===== src/rtl/lgf_pkg.sv =====
package lgf_pkg;
  typedef enum logic [1:0] {
    TICK_3CLK  = 2'd0,
    TICK_1US   = 2'd1,
    TICK_10US  = 2'd2,
    TICK_100US = 2'd3
  } tick_sel_e;

  localparam int unsigned BASE_DIV   = 3;
  localparam int unsigned DECADE_DIV = 10;
  localparam int unsigned NUM_DEC    = 3;
  localparam logic        LINE_IDLE  = 1'b1;
endpackage


===== src/rtl/lgf_sync.sv =====
module lgf_sync #(
  parameter int unsigned STAGES    = 2,
  parameter logic        RESET_VAL = 1'b1
) (
  input  logic clk_i,
  input  logic rst_i,
  input  logic async_i,
  output logic sync_o
);
  logic [STAGES-1:0] chain_q;

  generate
    for (genvar s = 0; s < STAGES; s++) begin : g_stage
      if (s == 0) begin : g_first
        always_ff @(posedge clk_i) begin
          if (rst_i) chain_q[0] <= RESET_VAL;
          else       chain_q[0] <= async_i;
        end
      end else begin : g_next
        always_ff @(posedge clk_i) begin
          if (rst_i) chain_q[s] <= RESET_VAL;
          else       chain_q[s] <= chain_q[s-1];
        end
      end
    end
  endgenerate

  assign sync_o = chain_q[STAGES-1];
endmodule


===== src/rtl/lgf_tick_gen.sv =====
module lgf_tick_gen
  import lgf_pkg::*;
#(
  parameter int unsigned CLKS_PER_US = 24
) (
  input  logic       clk_i,
  input  logic       rst_i,
  input  logic [1:0] sel_i,
  output logic       tick_o
);
  localparam int unsigned BASE_W = $clog2(BASE_DIV);
  localparam int unsigned US_W   = $clog2(CLKS_PER_US);
  localparam int unsigned DEC_W  = $clog2(DECADE_DIV);

  logic [BASE_W-1:0] base_q;
  logic              base_tick;
  logic [US_W-1:0]   us_q;
  logic [NUM_DEC-1:0] dec_tick;

  // three-clock base
  always_ff @(posedge clk_i) begin
    if (rst_i)                               base_q <= '0;
    else if (base_q == BASE_W'(BASE_DIV-1))  base_q <= '0;
    else                                     base_q <= base_q + 1'b1;
  end
  assign base_tick = (base_q == BASE_W'(BASE_DIV-1));

  // microsecond prescaler
  always_ff @(posedge clk_i) begin
    if (rst_i)                                us_q <= '0;
    else if (us_q == US_W'(CLKS_PER_US-1))    us_q <= '0;
    else                                      us_q <= us_q + 1'b1;
  end
  assign dec_tick[0] = (us_q == US_W'(CLKS_PER_US-1));

  // decade chain: each stage divides the previous tick by ten
  generate
    for (genvar d = 1; d < NUM_DEC; d++) begin : g_dec
      logic [DEC_W-1:0] cnt_q;
      always_ff @(posedge clk_i) begin
        if (rst_i) cnt_q <= '0;
        else if (dec_tick[d-1]) begin
          if (cnt_q == DEC_W'(DECADE_DIV-1)) cnt_q <= '0;
          else                               cnt_q <= cnt_q + 1'b1;
        end
      end
      assign dec_tick[d] = dec_tick[d-1] && (cnt_q == DEC_W'(DECADE_DIV-1));

      a_r4_decade_nested: assert property (@(posedge clk_i) disable iff (rst_i)
        dec_tick[d] |-> dec_tick[d-1]);
    end
  endgenerate

  always_comb begin
    unique case (tick_sel_e'(sel_i))
      TICK_3CLK:  tick_o = base_tick;
      TICK_1US:   tick_o = dec_tick[0];
      TICK_10US:  tick_o = dec_tick[1];
      TICK_100US: tick_o = dec_tick[2];
      default:    tick_o = base_tick;
    endcase
  end

  a_r3_base_gap: assert property (@(posedge clk_i) disable iff (rst_i)
    base_tick |=> !base_tick ##1 !base_tick);
  a_r4_us_gap: assert property (@(posedge clk_i) disable iff (rst_i)
    dec_tick[0] |=> !dec_tick[0]);
endmodule


===== src/rtl/lgf_stable_filter.sv =====
module lgf_stable_filter
  import lgf_pkg::*;
#(
  parameter int unsigned DLY_W = 3
) (
  input  logic             clk_i,
  input  logic             rst_i,
  input  logic             sync_i,
  input  logic             tick_i,
  input  logic [DLY_W-1:0] dly_i,
  output logic             filt_o,
  output logic             chg_o
);
  localparam int unsigned CNT_W = DLY_W + 2;

  logic             filt_q, chg_q;
  logic [CNT_W-1:0] cnt_q;
  logic [CNT_W-1:0] thr;
  logic [CNT_W-1:0] cnt_inc;

  assign thr     = CNT_W'(dly_i) * CNT_W'(3);
  assign cnt_inc = cnt_q + 1'b1;

  always_ff @(posedge clk_i) begin
    if (rst_i) begin
      filt_q <= LINE_IDLE;
      chg_q  <= 1'b0;
      cnt_q  <= '0;
    end else begin
      chg_q <= 1'b0;
      if (dly_i == '0) begin
        cnt_q <= '0;
        if (sync_i != filt_q) begin
          filt_q <= sync_i;
          chg_q  <= 1'b1;
        end
      end else if (sync_i == filt_q) begin
        cnt_q <= '0;
      end else if (tick_i) begin
        if (cnt_inc >= thr) begin
          filt_q <= sync_i;
          chg_q  <= 1'b1;
          cnt_q  <= '0;
        end else begin
          cnt_q <= cnt_inc;
        end
      end
    end
  end

  assign filt_o = filt_q;
  assign chg_o  = chg_q;

  a_r1_reset_idle: assert property (@(posedge clk_i)
    rst_i |=> (filt_q == LINE_IDLE) && !chg_q);
  a_r2_bypass: assert property (@(posedge clk_i) disable iff (rst_i)
    (dly_i == '0) |=> (filt_q == $past(sync_i)));
  a_r6_moves_to_sync: assert property (@(posedge clk_i) disable iff (rst_i)
    (filt_q != $past(filt_q)) |-> (filt_q == $past(sync_i)));
  a_r7_restart: assert property (@(posedge clk_i) disable iff (rst_i)
    (sync_i == filt_q) |=> (cnt_q == '0));
  a_r8_strobe_on_edge: assert property (@(posedge clk_i) disable iff (rst_i)
    (filt_q != $past(filt_q)) |-> chg_q);
  a_r8_strobe_only_edge: assert property (@(posedge clk_i) disable iff (rst_i)
    chg_q |-> (filt_q != $past(filt_q)));
endmodule


===== src/rtl/line_glitch_filter.sv =====
module line_glitch_filter
  import lgf_pkg::*;
#(
  parameter int unsigned CLKS_PER_US = 24,
  parameter int unsigned DLY_W       = 3
) (
  input  logic             clk_i,
  input  logic             rst_i,
  input  logic             line_i,
  input  logic [1:0]       tick_sel_i,
  input  logic [DLY_W-1:0] delay_i,
  output logic             line_o,
  output logic             edge_o
);
  logic line_sync;
  logic tick;

  lgf_sync #(.STAGES(2), .RESET_VAL(LINE_IDLE)) u_sync (
    .clk_i   (clk_i),
    .rst_i   (rst_i),
    .async_i (line_i),
    .sync_o  (line_sync)
  );

  lgf_tick_gen #(.CLKS_PER_US(CLKS_PER_US)) u_tick (
    .clk_i  (clk_i),
    .rst_i  (rst_i),
    .sel_i  (tick_sel_i),
    .tick_o (tick)
  );

  lgf_stable_filter #(.DLY_W(DLY_W)) u_filt (
    .clk_i  (clk_i),
    .rst_i  (rst_i),
    .sync_i (line_sync),
    .tick_i (tick),
    .dly_i  (delay_i),
    .filt_o (line_o),
    .chg_o  (edge_o)
  );
endmodule


===== config.mk =====
export PLATFORM = sky130hd
export DESIGN_NAME = line_glitch_filter
export DESIGN_NICKNAME = d
export VERILOG_FILES = /design/src/rtl/lgf_pkg.sv /design/src/rtl/lgf_sync.sv /design/src/rtl/lgf_tick_gen.sv /design/src/rtl/lgf_stable_filter.sv /design/src/rtl/line_glitch_filter.sv
export SDC_FILE = /design/constraint.sdc
export NUM_CORES = 1
export LEC_CHECK = 0
export BUFFER_PORTS_ARGS = -buffer_cell sky130_fd_sc_hd__buf_2
export CAP_MARGIN = 20
export CORE_MARGIN = 3
export CORE_UTILIZATION = 40
export CTS_BUF_LIST = sky130_fd_sc_hd__clkbuf_4
export DETAILED_ROUTE_END_ITERATION = 12
export PLACE_DENSITY = 0.58
export SLEW_MARGIN = 20
export SYNTH_ARGS = -nofsm -noshare
export SYNTH_HDL_FRONTEND = slang
export SYNTH_HIERARCHICAL = 1
export SYNTH_SLANG_ARGS = --single-unit

===== constraint.sdc =====
create_clock -name clk_i -period 2.28 [get_ports clk_i]
set_input_delay 0.114 -clock clk_i [delete_from_list [all_inputs] [get_ports clk_i]]
set_output_delay 0.114 -clock clk_i [all_outputs]
set_load 0.02 [all_outputs]

# ---- After elaboration in Yosys (flattened, before gate mapping)
# Cells that the tools add are included.
dict set report word_totals {
  reg_bits 24
}
dict set report op_classes {
  n_mux 14
  order_cmp 1
  n_reduce_logical 10
  n_mul 1
  n_addsub 5
  eq_ne 11
}
# op count
set op_table {}
lappend op_table {{$add 5x1->5 const B} 2}
lappend op_table {{$mux 1} 10}
lappend op_table {{$add 4x1->4 const B} 2}
lappend op_table {{$eq 4x4->1 const B} 2}
lappend op_table {{$mux 4} 2}
lappend op_table {{$eq 2x2->1 const B} 3}
lappend op_table {{$eq 5x5->1 const B} 1}
lappend op_table {{$ge 5x5->1} 1}
lappend op_table {{$mul 3x2->5 const B} 1}
lappend op_table {{$mux 5} 1}
lappend op_table {{$pmux 1 s4} 1}
lappend op_table {{$reduce_and 4->1} 1}
lappend op_table {{$reduce_bool 2->1} 2}
lappend op_table {{$reduce_or 2->1} 2}
lappend op_table {{$logic_not 3->1} 1}
lappend op_table {{$reduce_or 3->1} 1}
lappend op_table {{$add 2x1->2 const B} 1}
lappend op_table {{$eq 2x1->1 const B} 1}
lappend op_table {{$logic_and 1x1->1} 2}
lappend op_table {{$logic_not 2->1} 1}
lappend op_table {{$ne 2x1->1 const B} 1}
lappend op_table {{$ne 2x2->1 const B} 1}
lappend op_table {{$eq 1x1->1} 1}
lappend op_table {{$ne 1x1->1} 1}

# ---- Logic depth before layout (Yosys ltp)
# Gate-level depths: netlist of the first run.
dict set report depth {
  depth_word 7
  depth_mapped 9
  depth_no_buf 9
}

# ---- Cells and area by module
# The synthesis of the first run kept the hierarchy.
# module seq_area_each_um2 cells_each area_per_inst_um2 n_inst
set by_module_without_submodules {}
lappend by_module_without_submodules {lgf_tick_gen 300.3 80 740.7 1}
lappend by_module_without_submodules {lgf_stable_filter 140.1 59 559.3 1}
lappend by_module_without_submodules {lgf_sync 40.0 4 52.6 1}

# ---- Worst setup path before layout of the first run
# OpenSTA, ideal clock, no wires.
dict set report synth_path {
  path_kind {reg-to-reg}
  start {reg u_tick.us_q[0]}
  end {reg u_filt.filt_q, in the netlist u_filt/filt_o}
  n_path_buf 2
  required_time_ns 2.208
  setup_ns 0.072
  slack_ns 0.386
  stages_incl_launch_ff 10
  synth_period_minus_slack_ns 1.894
  t_arrival_ns 1.822
  cell_sequence {dfxtp_1 ha_1 and4b_2 buf_4 mux2i_1 o21ai_0 buf_4 a22oi_2 o21a_2 mux2i_1}
}
dict set report synth_via {
  elab_chain_cells 6
}
# element line_no
set synth_lines {}
lappend synth_lines {{start, declared} lgf_tick_gen.sv:17} ;# logic [US_W-1:0] us_q;
lappend synth_lines {{start signal, assigned} lgf_tick_gen.sv:32} ;# else us_q <= us_q + 1'b1;
lappend synth_lines {{$eq 5x5->1 *} lgf_tick_gen.sv:34} ;# assign dec_tick[0] = (us_q == US_W'(CLKS_PER_US-1));
lappend synth_lines {{$logic_and 1x1->1 (2 in a row)} lgf_tick_gen.sv:47} ;# assign dec_tick[d] = dec_tick[d-1] && (cnt_q == DEC_W'(DECADE_DIV-1));
lappend synth_lines {{$pmux 1 s4 *} lgf_tick_gen.sv:55} ;# unique case (tick_sel_e'(sel_i))
lappend synth_lines {{net tick} line_glitch_filter.sv:16} ;# logic tick;
lappend synth_lines {{$reduce_bool 2->1 (no source line) *} --}
lappend synth_lines {{$reduce_and 4->1 (no source line) *} --}
lappend synth_lines {{end signal, assigned} lgf_stable_filter.sv:34} ;# filt_q <= sync_i;
lappend synth_lines {{end signal, assigned} lgf_stable_filter.sv:41} ;# filt_q <= sync_i;
lappend synth_lines {{end, declared} lgf_stable_filter.sv:16} ;# logic filt_q, chg_q;
# The timed path passes the listed nets; every way through them passes the cells marked *.
# A chain may end at the register's enable or synchronous reset.

# ---- Worst setup path after layout of the first run
dict set report layout_path {
  start {reg u_filt.cnt_q[1]}
  end {reg u_filt.filt_q, in the netlist u_filt/filt_o}
}
dict set report layout_via {
  elab_chain_cells 4
}
# element line_no
set layout_lines {}
lappend layout_lines {{start, declared} lgf_stable_filter.sv:17} ;# logic [CNT_W-1:0] cnt_q;
lappend layout_lines {{start signal, assigned} lgf_stable_filter.sv:45} ;# cnt_q <= cnt_inc;
lappend layout_lines {{$add 5x1->5} lgf_stable_filter.sv:22} ;# assign cnt_inc = cnt_q + 1'b1;
lappend layout_lines {{$ge 5x5->1} lgf_stable_filter.sv:40} ;# if (cnt_inc >= thr) begin
lappend layout_lines {{$reduce_bool 2->1 (no source line)} --}
lappend layout_lines {{$reduce_and 4->1 (no source line)} --}
# Every way passes these cells.

==> results of run 1 <==
==> logic make-up (layout without fill, tap and decap cells) <==
| kind of cell | count (synthesis) | in the layout | synth area share |
|---|---|---|---|
| AND/OR/NAND/NOR | 55 | 55 | 0.2507 |
| flip-flops | 24 | 24 | 0.3552 |
| AO/OA/AOI/OAI | 19 | 19 | 0.09898 |
| buffers and inverters | 14 | 27 | 0.04531 |
| adder cells (fa/ha/maj) | 13 | 13 | 0.1258 |
| XOR/XNOR | 12 | 12 | 0.07771 |
| multiplexers | 6 | 6 | 0.04625 |
==> metrics by stage <==
stage | std cells | power, uW | util | cell area [um2] | hold WS [ps]
global placement | 195 | 525.1 | 0.4652 | 1455 | 294.8
global route | 200 | 751.7 | 0.4768 | 1491 | 256.2
floorplan | 143 | 506.2 | - | 1353 | 191.6
CTS | 200 | 717.2 | 0.4768 | 1491 | 189.8
finish | 200 | 701.8 | 0.4768 | 1491 | 198.3
detailed placement | 195 | 529.2 | 0.4652 | 1455 | 297.8
==> worst paths after layout <==
| path | to | slack (ps) |
|---|---|---|
| hold / removal | u_tick/us_q[2] | 200 |
| hold reg to reg | u_sync/sync_o | 430 |
| setup reg to reg | u_filt/filt_o | 280 |
| setup / recovery | u_filt/filt_o | 280 |
==> layout make-up <==
type	instances	share of cell area
Clock buffer	3	0.01510
Clock inverter	1	0.002517
Inverter	9	0.02265
Multi-Input combinational cell	105	0.5436
Sequential cell	24	0.3221
Tap cell	44	0.03691
Timing Repair Buffer	14	0.05705
==> power by group <==
group / switching [uW] / internal (uW) / total, uW
Sequential: 7.93 / 433 / 441
Combinational: 41.6 / 36.9 / 78.5
Clock: 119 / 63.8 / 182
Total: 168 / 534 / 702
==> metal layers <==
| layer | global-route usage | vias up | routed length, um |
|---|---|---|---|
| li1 | - | 529 | - |
| met1 | 0.1525 | 459 | 1059 |
| met2 | 0.2181 | 9 | 1065 |
| met3 | 0.01757 | 2 | 57 |
| met4 | 0.03166 | 0 | 15 |
| met5 | 0 | - | 0 |
==> flip-flops by register name, summed over array words and instances, names as in the netlist <==
signal              count
u_sync/chain_q          1
u_filt/filt_o           1
u_filt/cnt_q            5
u_tick/base_q           2
u_filt/chg_o            1
u_sync/sync_o           1
u_tick/us_q             5
u_tick/g_dec.cnt_q      8
==> worst max-delay path, cell delays in order (launching register included) <==
cell	delay, ps
dfxtp_1	400
ha_1	250
nand3_1	120
xnor2_1	150
ha_1	320
a21o_1	210
a22oi_2	160
o21a_2	180
mux2i_1	170
==> timing repair <==
action | CTS | global route
hold endpoints to repair | 1 | 0
resized for setup | 0 | 0
hold buffers | 1 | 0
==> cells in the final DEF (no fill, tap or decap), types with 2 or more instances in the layout <==
cell type  Yosys  final
a21o_1         2      2
a21oi_1        5      5
buf_2          0      9
buf_4          2      4
clkbuf_4       0      3
dfxtp_1       24     24
ha_1          12     12
inv_1          9      9
mux2_2         2      2
mux2i_1        4      4
nand2_1        6      6
nand2b_1       3      3
nand3_1        5      5
nand4_1        5      5
nor2_1        12     12
nor2b_1        5      5
nor3_1         5      5
nor4bb_1       2      2
o21ai_0        5      5
or2_1          2      2
xnor2_1        6      6
xor2_1         6      6
==> impl_metrics.py, run 1 <==
metrics = {
    "synth": {
        "yosysMostFrequentCell": "dfxtp_1",
        "synth_area_leader_cell": "dfxtp_1",
        "syn_area_um2": 1353,
        "syn_nets": 164,
        "synth_edf_count": 0,
        "synth_top_area_share": 0.3552,
        "synth-seq-cells": 24,
        "ys_types": 41,
        "synthFlopType": "dfxtp_1",
        "synth_cells": 143,
        "ys_seq_area_frac": 0.3552,
        "yosys_warnings": 6,
        "postSynth.asyncResetShare": 0,
        "syn_avg_cell_area_um2": 9.458,
        "synth_area_leaders": "dfxtp_1, ha_1, xnor2_1, xor2_1, nor2_1",
        "synth_common_cells": "dfxtp_1, ha_1, nor2_1",
    },
    "die": {
        "num_rows": 20,
        "core_um2": 3128,
        "start_util": 0.4324,
        "pin_count": 10,
        "dieArea_um2": 4115,
        "die_y_um": 64.15,
        "fp.dieW_um": 64.15,
    },
    "placement": {
        "port_buffers": 9,
        "hpwl_um": 1713,
        "pre_cts_slack_ps": 238.9,
        "globalplace.congestion": 0.8114,
    },
    "critical_path": {
        "reg2reg_from": "u_filt/cnt_q[1]",
        "cp-end-kind": "flip-flop",
        "worstPathRequired_ps": 2520,
        "critical_path_class": "reg -> reg",
        "path_max_fanout": 4,
        "crit_start": "u_filt/cnt_q[1]",
        "reg2regPathDepth": 8,
        "critPathArrivalTime_ps": 2240,
        "start_kind": "flip-flop",
    },
    "pwr": {
        "leakagePower_uw": 0.0006340,
        "powerDensity_nw_per_um2": 470.6,
        "peakVddDrop_v": 0.0002710,
    },
    "global_routing": {
        "grt_max_degree": 26,
        "grt_pass1_wl_um": 4146,
        "grt_pass1_vias": 1026,
        "grt_use_total": 0.1220,
        "grt.overflow.total": 0,
        "antenna_found_initial": 0,
    },
    "timing": {
        "tightest_slew_ps": 396.4,
        "fin_setup_tns_ps": 0,
        "worst_slack_ps": 277.7,
        "max_freq_mhz": 499.4,
        "finalSetupViolCount": 0,
        "period_minus_slack_ps": 2002,
        "timing.final.crit_share": 0.8782,
        "slew_violations": 0,
        "hold_viol_final": 0,
        "rsz0062_at_grt": "no",
        "skew_ps": 2.610,
        "slew_headroom": 0.7357,
    },
    "clocking": {
        "path_clk_slew_ps": 120,
        "numCtsBuffers": 3,
        "clk_latency_ps": 300,
        "tritoncts": "done",
        "clkSinkCount": 24,
        "cts_buffer_depth": 2,
        "root_buffer": "clkbuf_4",
        "htree_levels": 1,
        "postCtsSetupBuffers": 0,
    },
    "run_status": {
        "outcome": "completed",
    },
    "final_layout": {
        "nFillCells": 301,
        "num_antenna_cells": 0,
        "final_nets": 178,
        "seq_area_um2": 480.5,
        "syn_to_final_growth_pct": 10.27,
        "drive_gt1_frac": 0.1667,
        "multiInputGateArea_um2": 810.8,
    },
    "detailed_routing": {
        "vias": 999,
        "antenna_left": 0,
        "drt_pass1_iterations": 4,
        "drcViolationCount": 0,
        "vias_per_cell": 4.995,
        "first_iter_violations": 26,
        "post_drt_wl_per_cell_um": 10.99,
        "routed_wl_um": 2198,
    },
    "min_path": {
        "hp-class": "in -> reg",
        "hold_start": "rst_i",
        "holdPathStages": 2,
    },
    "run": {
        "drv_cap": 0,
    },
}
Note: power is estimated with default switching activity, not from simulation.
==> run 2, diff against run 1 <==
--- a/config.mk
+++ b/config.mk
@@ -12,6 +12,7 @@
 export CTS_BUF_LIST = sky130_fd_sc_hd__clkbuf_4
 export DETAILED_ROUTE_END_ITERATION = 12
 export PLACE_DENSITY = 0.58
+export REMOVE_ABC_BUFFERS = 1
 export SLEW_MARGIN = 20
 export SYNTH_ARGS = -nofsm -noshare
 export SYNTH_HDL_FRONTEND = slang
==> run 2 against run 1 <==
Design area up 1.3%; cell count down 0.50%; non-clock buffer count down 1; combinational power up 1%; fmax up 0.70%; utilization up 0.60 points; sequential power about the same; first-iteration DRC count up 46%; largest cell class unchanged; largest power group unchanged.
==> impl_metrics.py, run 2 (synthesized netlist as in run 1, its figures left out) <==
metrics = {
    "clocking": {
        "htree_levels": 1,
        "ctsResizeCount": 0,
        "root_buffer": "clkbuf_4",
        "clkSinkCount": 24,
        "tritoncts": "done",
        "postCtsSetupBuffers": 0,
        "numCtsBuffers": 3,
        "path_clk_slew_ps": 130,
        "cts_buffer_depth": 2,
        "hold_buffers": 1,
        "clk_latency_ps": 320,
    },
    "global_routing": {
        "grt_max_degree": 26,
        "grt_pass1_vias": 989,
        "grt.overflow.total": 0,
        "antenna_found_initial": 0,
        "grt_pass1_wl_um": 4140,
        "grt_use_total": 0.1249,
    },
    "detailed_routing": {
        "drt_pass1_iterations": 4,
        "drcViolationCount": 0,
        "vias": 1013,
        "first_iter_violations": 38,
        "post_drt_wl_per_cell_um": 11.44,
        "vias_per_cell": 5.090,
        "antenna_left": 0,
        "routed_wl_um": 2277,
    },
    "critical_path": {
        "start_kind": "flip-flop",
        "critPathArrivalTime_ps": 2240,
        "critical_path_class": "reg -> reg",
        "reg2regPathDepth": 8,
        "regToRegSetupSlack_ps": 290,
        "cp-end-kind": "flip-flop",
        "worstPathRequired_ps": 2530,
        "path_max_fanout": 4,
        "reg2reg_from": "u_filt/cnt_q[1]",
        "rr_endpoint": "u_filt/filt_o",
    },
    "placement": {
        "place_inst": 194,
        "globalplace.congestion": 0.7773,
        "hpwl_um": 1704,
        "pre_cts_slack_ps": 241.7,
        "port_buffers": 9,
    },
    "min_path": {
        "hold_end": "u_tick/us_q[2]",
        "hp-class": "in -> reg",
        "hold_start": "rst_i",
        "holdPathStages": 2,
    },
    "final_layout": {
        "fin_cells": 199,
        "drive_gt1_frac": 0.1677,
        "final_nets": 177,
        "largest_register_ffs": 8,
        "multiInputGateArea_um2": 810.8,
        "nFillCells": 303,
        "num_antenna_cells": 0,
        "syn_to_final_growth_pct": 11.66,
        "largest_register": "u_tick/g_dec.cnt_q",
        "reg.largest.list": "u_tick/g_dec.cnt_q x8, u_filt/cnt_q x5, u_tick/us_q x5",
        "seq_area_um2": 480.5,
        "layout_common_cells": "dfxtp_1, nor2_1, ha_1",
        "layout_commonest_cell": "dfxtp_1",
        "utilization": 0.4828,
    },
    "die": {
        "die_y_um": 64.15,
        "core_um2": 3128,
        "start_util": 0.4324,
        "pin_count": 10,
        "dieArea_um2": 4115,
        "fp.dieW_um": 64.15,
        "num_rows": 20,
    },
    "timing": {
        "period_minus_slack_ps": 1988,
        "skew_ps": 8.158,
        "slew_headroom": 0.7185,
        "max_freq_mhz": 502.9,
        "finalSetupViolCount": 0,
        "fin_setup_tns_ps": 0,
        "timing.final.crit_share": 0.8721,
        "hold_viol_final": 0,
        "tightest_slew_ps": 422.3,
        "worst_slack_ps": 291.5,
        "slew_violations": 0,
        "rsz0062_at_grt": "no",
    },
    "pwr": {
        "peakVddDrop_v": 0.0003603,
        "leakagePower_uw": 0.0006412,
        "powerDensity_nw_per_um2": 551.6,
    },
    "run": {
        "drv_cap": 0,
    },
    "run_status": {
        "outcome": "completed",
    },
}
[run 2: cell types whose count changed in the layout (fill, tap and decap cells not counted)]
cell       delta
buf_4         -1
bufinv_16     +1
clkinv_1      -1
[run 2: cell type report]
cell class | instances | area share
clock buffer | 3 | 0.01491
sequential | 24 | 0.3181
tap | 44 | 0.03645
timing repair buffer | 13 | 0.05137
multi-input combinational | 105 | 0.5369
inverter | 9 | 0.02237
clock inverter | 1 | 0.01988
[run 2: how the worst max path moves through the flow]
stage                    start       endpoint  slack, ps  depth (start not counted)
2_1_floorplan   u_tick/us_q[0]  u_filt/filt_o         20                          7
3_3_place_gp        delay_i[0]  u_filt/filt_o        320                          9
3_5_place_dp        delay_i[0]  u_filt/filt_o        240                          9
4_1_cts        u_filt/cnt_q[1]  u_filt/filt_o        260                          8
5_1_grt        u_filt/cnt_q[1]  u_filt/filt_o        160                          8
6_report       u_filt/cnt_q[1]  u_filt/filt_o        290                          8
[run 2: metrics by stage]
| stage | hold slack, ps | cell area, um2 | total power [uW] |
|---|---|---|---|
| 4_1_cts | 186.6 | 1510 | 841.3 |
| 3_5_place_dp | 296.8 | 1448 | 529.7 |
| 2_1_floorplan | 183.1 | 1325 | 501.1 |
| 5_1_grt | 211.1 | 1510 | 870.5 |
| 3_3_place_gp | 294.1 | 1448 | 523.2 |
| 6_report | 207.4 | 1510 | 833.0 |
[run 2: per-layer routing]
| layer | global-route usage | vias up | wire (um) |
|---|---|---|---|
| met5 | 0 | - | 0 |
| met4 | 0.03958 | 0 | 15 |
| met3 | 0.02636 | 2 | 49 |
| met2 | 0.2103 | 7 | 1085 |
| met1 | 0.1587 | 480 | 1127 |
| li1 | - | 524 | - |
[run 2: where the power goes]
| group | internal, uW | switching, uW |
|---|---|---|
| Sequential | 433 | 8.08 |
| Combinational | 36.4 | 42.9 |
| Clock | 178 | 135 |
[run 2: worst max-delay path, cell delays in order (launching register included)]
cell and delay [ps]:
dfxtp_1 410, ha_1 250, nand3_1 110, xnor2_1 150, ha_1 310, a21o_1 200
a22oi_2 150, o21a_2 180, mux2i_1 170
==> run 3, diff against run 2 <==
--- a/config.mk
+++ b/config.mk
@@ -7,11 +7,14 @@
 export LEC_CHECK = 0
 export BUFFER_PORTS_ARGS = -buffer_cell sky130_fd_sc_hd__buf_2
 export CAP_MARGIN = 20
+export CELL_PAD_IN_SITES_DETAIL_PLACEMENT = 1
+export CELL_PAD_IN_SITES_GLOBAL_PLACEMENT = 1
 export CORE_MARGIN = 3
 export CORE_UTILIZATION = 40
 export CTS_BUF_LIST = sky130_fd_sc_hd__clkbuf_4
 export DETAILED_ROUTE_END_ITERATION = 12
-export PLACE_DENSITY = 0.58
+export PLACE_DENSITY = 0.71
+export RECOVER_POWER = 25
 export REMOVE_ABC_BUFFERS = 1
 export SLEW_MARGIN = 20
 export SYNTH_ARGS = -nofsm -noshare
==> run 3 against run 2 <==
First-iteration DRC count is 13% lower; fmax is 0.15% higher; combinational power is 0.5% higher; clock skew is 2.5 ps higher; clock power is 3% lower; register-to-register slack hardly changed; critical endpoint unchanged.
==> impl_metrics.py, run 3 (synthesized netlist as in run 1, its figures left out) <==
metrics = {
    "pwr": {
        "combPwrFrac": 0.097,
        "leakagePower_uw": 0.0006357,
        "netSwitchingPower_uw": 176.8,
        "power_frac_seq": 0.535,
        "clkPwrFrac": 0.368,
        "power_switching_share": 0.2145,
        "internal_power_uw": 647.4,
        "powerDensity_nw_per_um2": 546.6,
        "peakVddDrop_v": 0.0003262,
    },
    "global_routing": {
        "antenna_found_initial": 0,
        "grt_pass1_wl_um": 4533,
        "grt_pass1_vias": 1078,
        "grt.overflow.total": 0,
        "grt_max_degree": 26,
        "grt_use_total": 0.1349,
    },
    "final_layout": {
        "reg.largest.list": "u_tick/g_dec.cnt_q x8, u_filt/cnt_q x5, u_tick/us_q x5",
        "largest_register_ffs": 8,
        "layout_commonest_cell": "dfxtp_1",
        "layout_common_cells": "dfxtp_1, nor2_1, ha_1",
        "nFillCells": 382,
        "final_nets": 177,
        "syn_to_final_growth_pct": 11.47,
        "design_area_um2": 1508,
        "num_antenna_cells": 0,
        "drive_gt1_frac": 0.1548,
        "largest_register": "u_tick/g_dec.cnt_q",
    },
    "detailed_routing": {
        "vias": 1031,
        "drt_pass1_iterations": 3,
        "first_iter_violations": 33,
        "post_drt_wl_per_cell_um": 12.10,
        "routed_wl_um": 2407,
        "vias_per_cell": 5.181,
        "antenna_left": 0,
        "drcViolationCount": 0,
    },
    "die": {
        "pin_count": 10,
        "die_y_um": 64.15,
        "fp.dieW_um": 64.15,
        "core_um2": 3128,
        "start_util": 0.4324,
        "num_rows": 20,
        "dieArea_um2": 4115,
    },
    "timing": {
        "hold_viol_final": 0,
        "skew_ps": 10.65,
        "period_minus_slack_ps": 1985,
        "max_freq_mhz": 503.7,
        "tightest_slew_ps": 400.2,
        "rsz0062_at_grt": "no",
        "timing.final.crit_share": 0.8708,
        "slew_headroom": 0.7332,
        "fin_setup_tns_ps": 0,
        "slew_violations": 0,
        "finalSetupViolCount": 0,
    },
    "critical_path": {
        "cp_cell_sequence": "ha_1 > nand3_1 > xnor2_1 > ha_1 > a21o_1 > a22oi_2 > o21a_2 > mux2i_1",
        "path_max_fanout": 4,
        "critPathArrivalTime_ps": 2240,
        "critPathSlowestCell": "dfxtp_1",
        "reg2regPathDepth": 8,
        "critical_path_class": "reg -> reg",
        "cp-end-kind": "flip-flop",
        "cpMostUsedCell": "ha_1",
        "cp_num_buf_inv": 0,
        "cp.depth": 8,
        "critPathMaxStageDelay_ps": 400,
        "start_kind": "flip-flop",
        "worstPathRequired_ps": 2540,
        "path_delay_family": "adder cells",
    },
    "placement": {
        "placedInstanceArea_um2": 1448,
        "hpwl_um": 1875,
        "globalplace.congestion": 0.8017,
        "port_buffers": 9,
    },
    "clocking": {
        "tritoncts": "done",
        "root_buffer": "clkbuf_4",
        "cts_buffer_depth": 2,
        "htree_levels": 1,
        "clkSinkCount": 24,
        "numCtsBuffers": 3,
        "path_clk_slew_ps": 140,
        "clk_latency_ps": 310,
        "ctsResizeCount": 0,
    },
    "run_status": {
        "outcome": "completed",
    },
    "min_path": {
        "holdPathStages": 2,
        "hp-class": "in -> reg",
    },
    "run": {
        "drv_cap": 0,
    },
}
==> run 3: cell types whose count changed in the layout (fill, tap and decap cells not counted), sizes merged <==
cell    before  now
buf         12   10
clkbuf       3    5
==> run 3: layout make-up <==
type | count | area, um2 | share of cell area
flip-flops and latches | 24 | 480.5 | 0.3187
clock buffers | 3 | 22.52 | 0.01494
repair buffers | 13 | 75.07 | 0.04979
well taps | 44 | 55.05 | 0.03651
multi-input cells | 105 | 810.8 | 0.5378
inverters | 9 | 33.78 | 0.02241
clock inverters | 1 | 30.03 | 0.01992
==> run 3: power by group through the flow <==
stage	Clock (uW)	Sequential (uW)	Combinational, uW
CTS	317	442	82.7
global placement	0	450	74.9
global route	332	444	92.3
detailed placement	0	451	79.4
floorplan	0	449	52.0
finish	303	441	79.7
==> run 3: path summary, 6_finish.rpt <==
path / from / endpoint / slack (ps)
min: rst_i / u_tick/us_q[2] / 190
max reg2reg: u_filt/cnt_q[1] / u_filt/filt_o / 290
max: u_filt/cnt_q[1] / u_filt/filt_o / 290
min reg2reg: u_sync/chain_q[0] / u_sync/sync_o / 420
==> run 3: metrics by stage <==
stage,total power [uW],instances,setup WS (ps),util,hold slack (ps)
after floorplan,501.1,138,17.25,-,183.1
after global placement,524.5,194,316.1,0.4628,292.7
after detailed placement,530.9,194,238.1,0.4628,298.0
after CTS,841.1,199,275.3,0.4828,188.7
after global routing,868.8,199,80.19,0.4820,217.2
final,824.2,199,294.6,0.4820,192.4
==> run 3: what timing repair did <==
action	4_1_cts	5_1_grt
hold buffers	1	0
endpoints found under the setup margin	0	0
buffers inserted	0	0
endpoints found under the hold margin	1	0
==> run 3: layer usage <==
layer / part of all wire / up-vias / track usage
met2: 0.51 / 8 / 0.2400
met4: 0.0062 / 0 / 0.03166
li1: - / 525 / -
met1: 0.45 / 496 / 0.1589
met5: 0 / - / 0
met3: 0.026 / 2 / 0.03866
==> run 3: worst register-to-register path, stage by stage, from the launching register on <==
cell	delay (ps)
dfxtp_1	400
ha_1	260
nand3_1	110
xnor2_1	140
ha_1	320
a21o_1	200
a22oi_2	160
o21a_2	180
mux2i_1	170
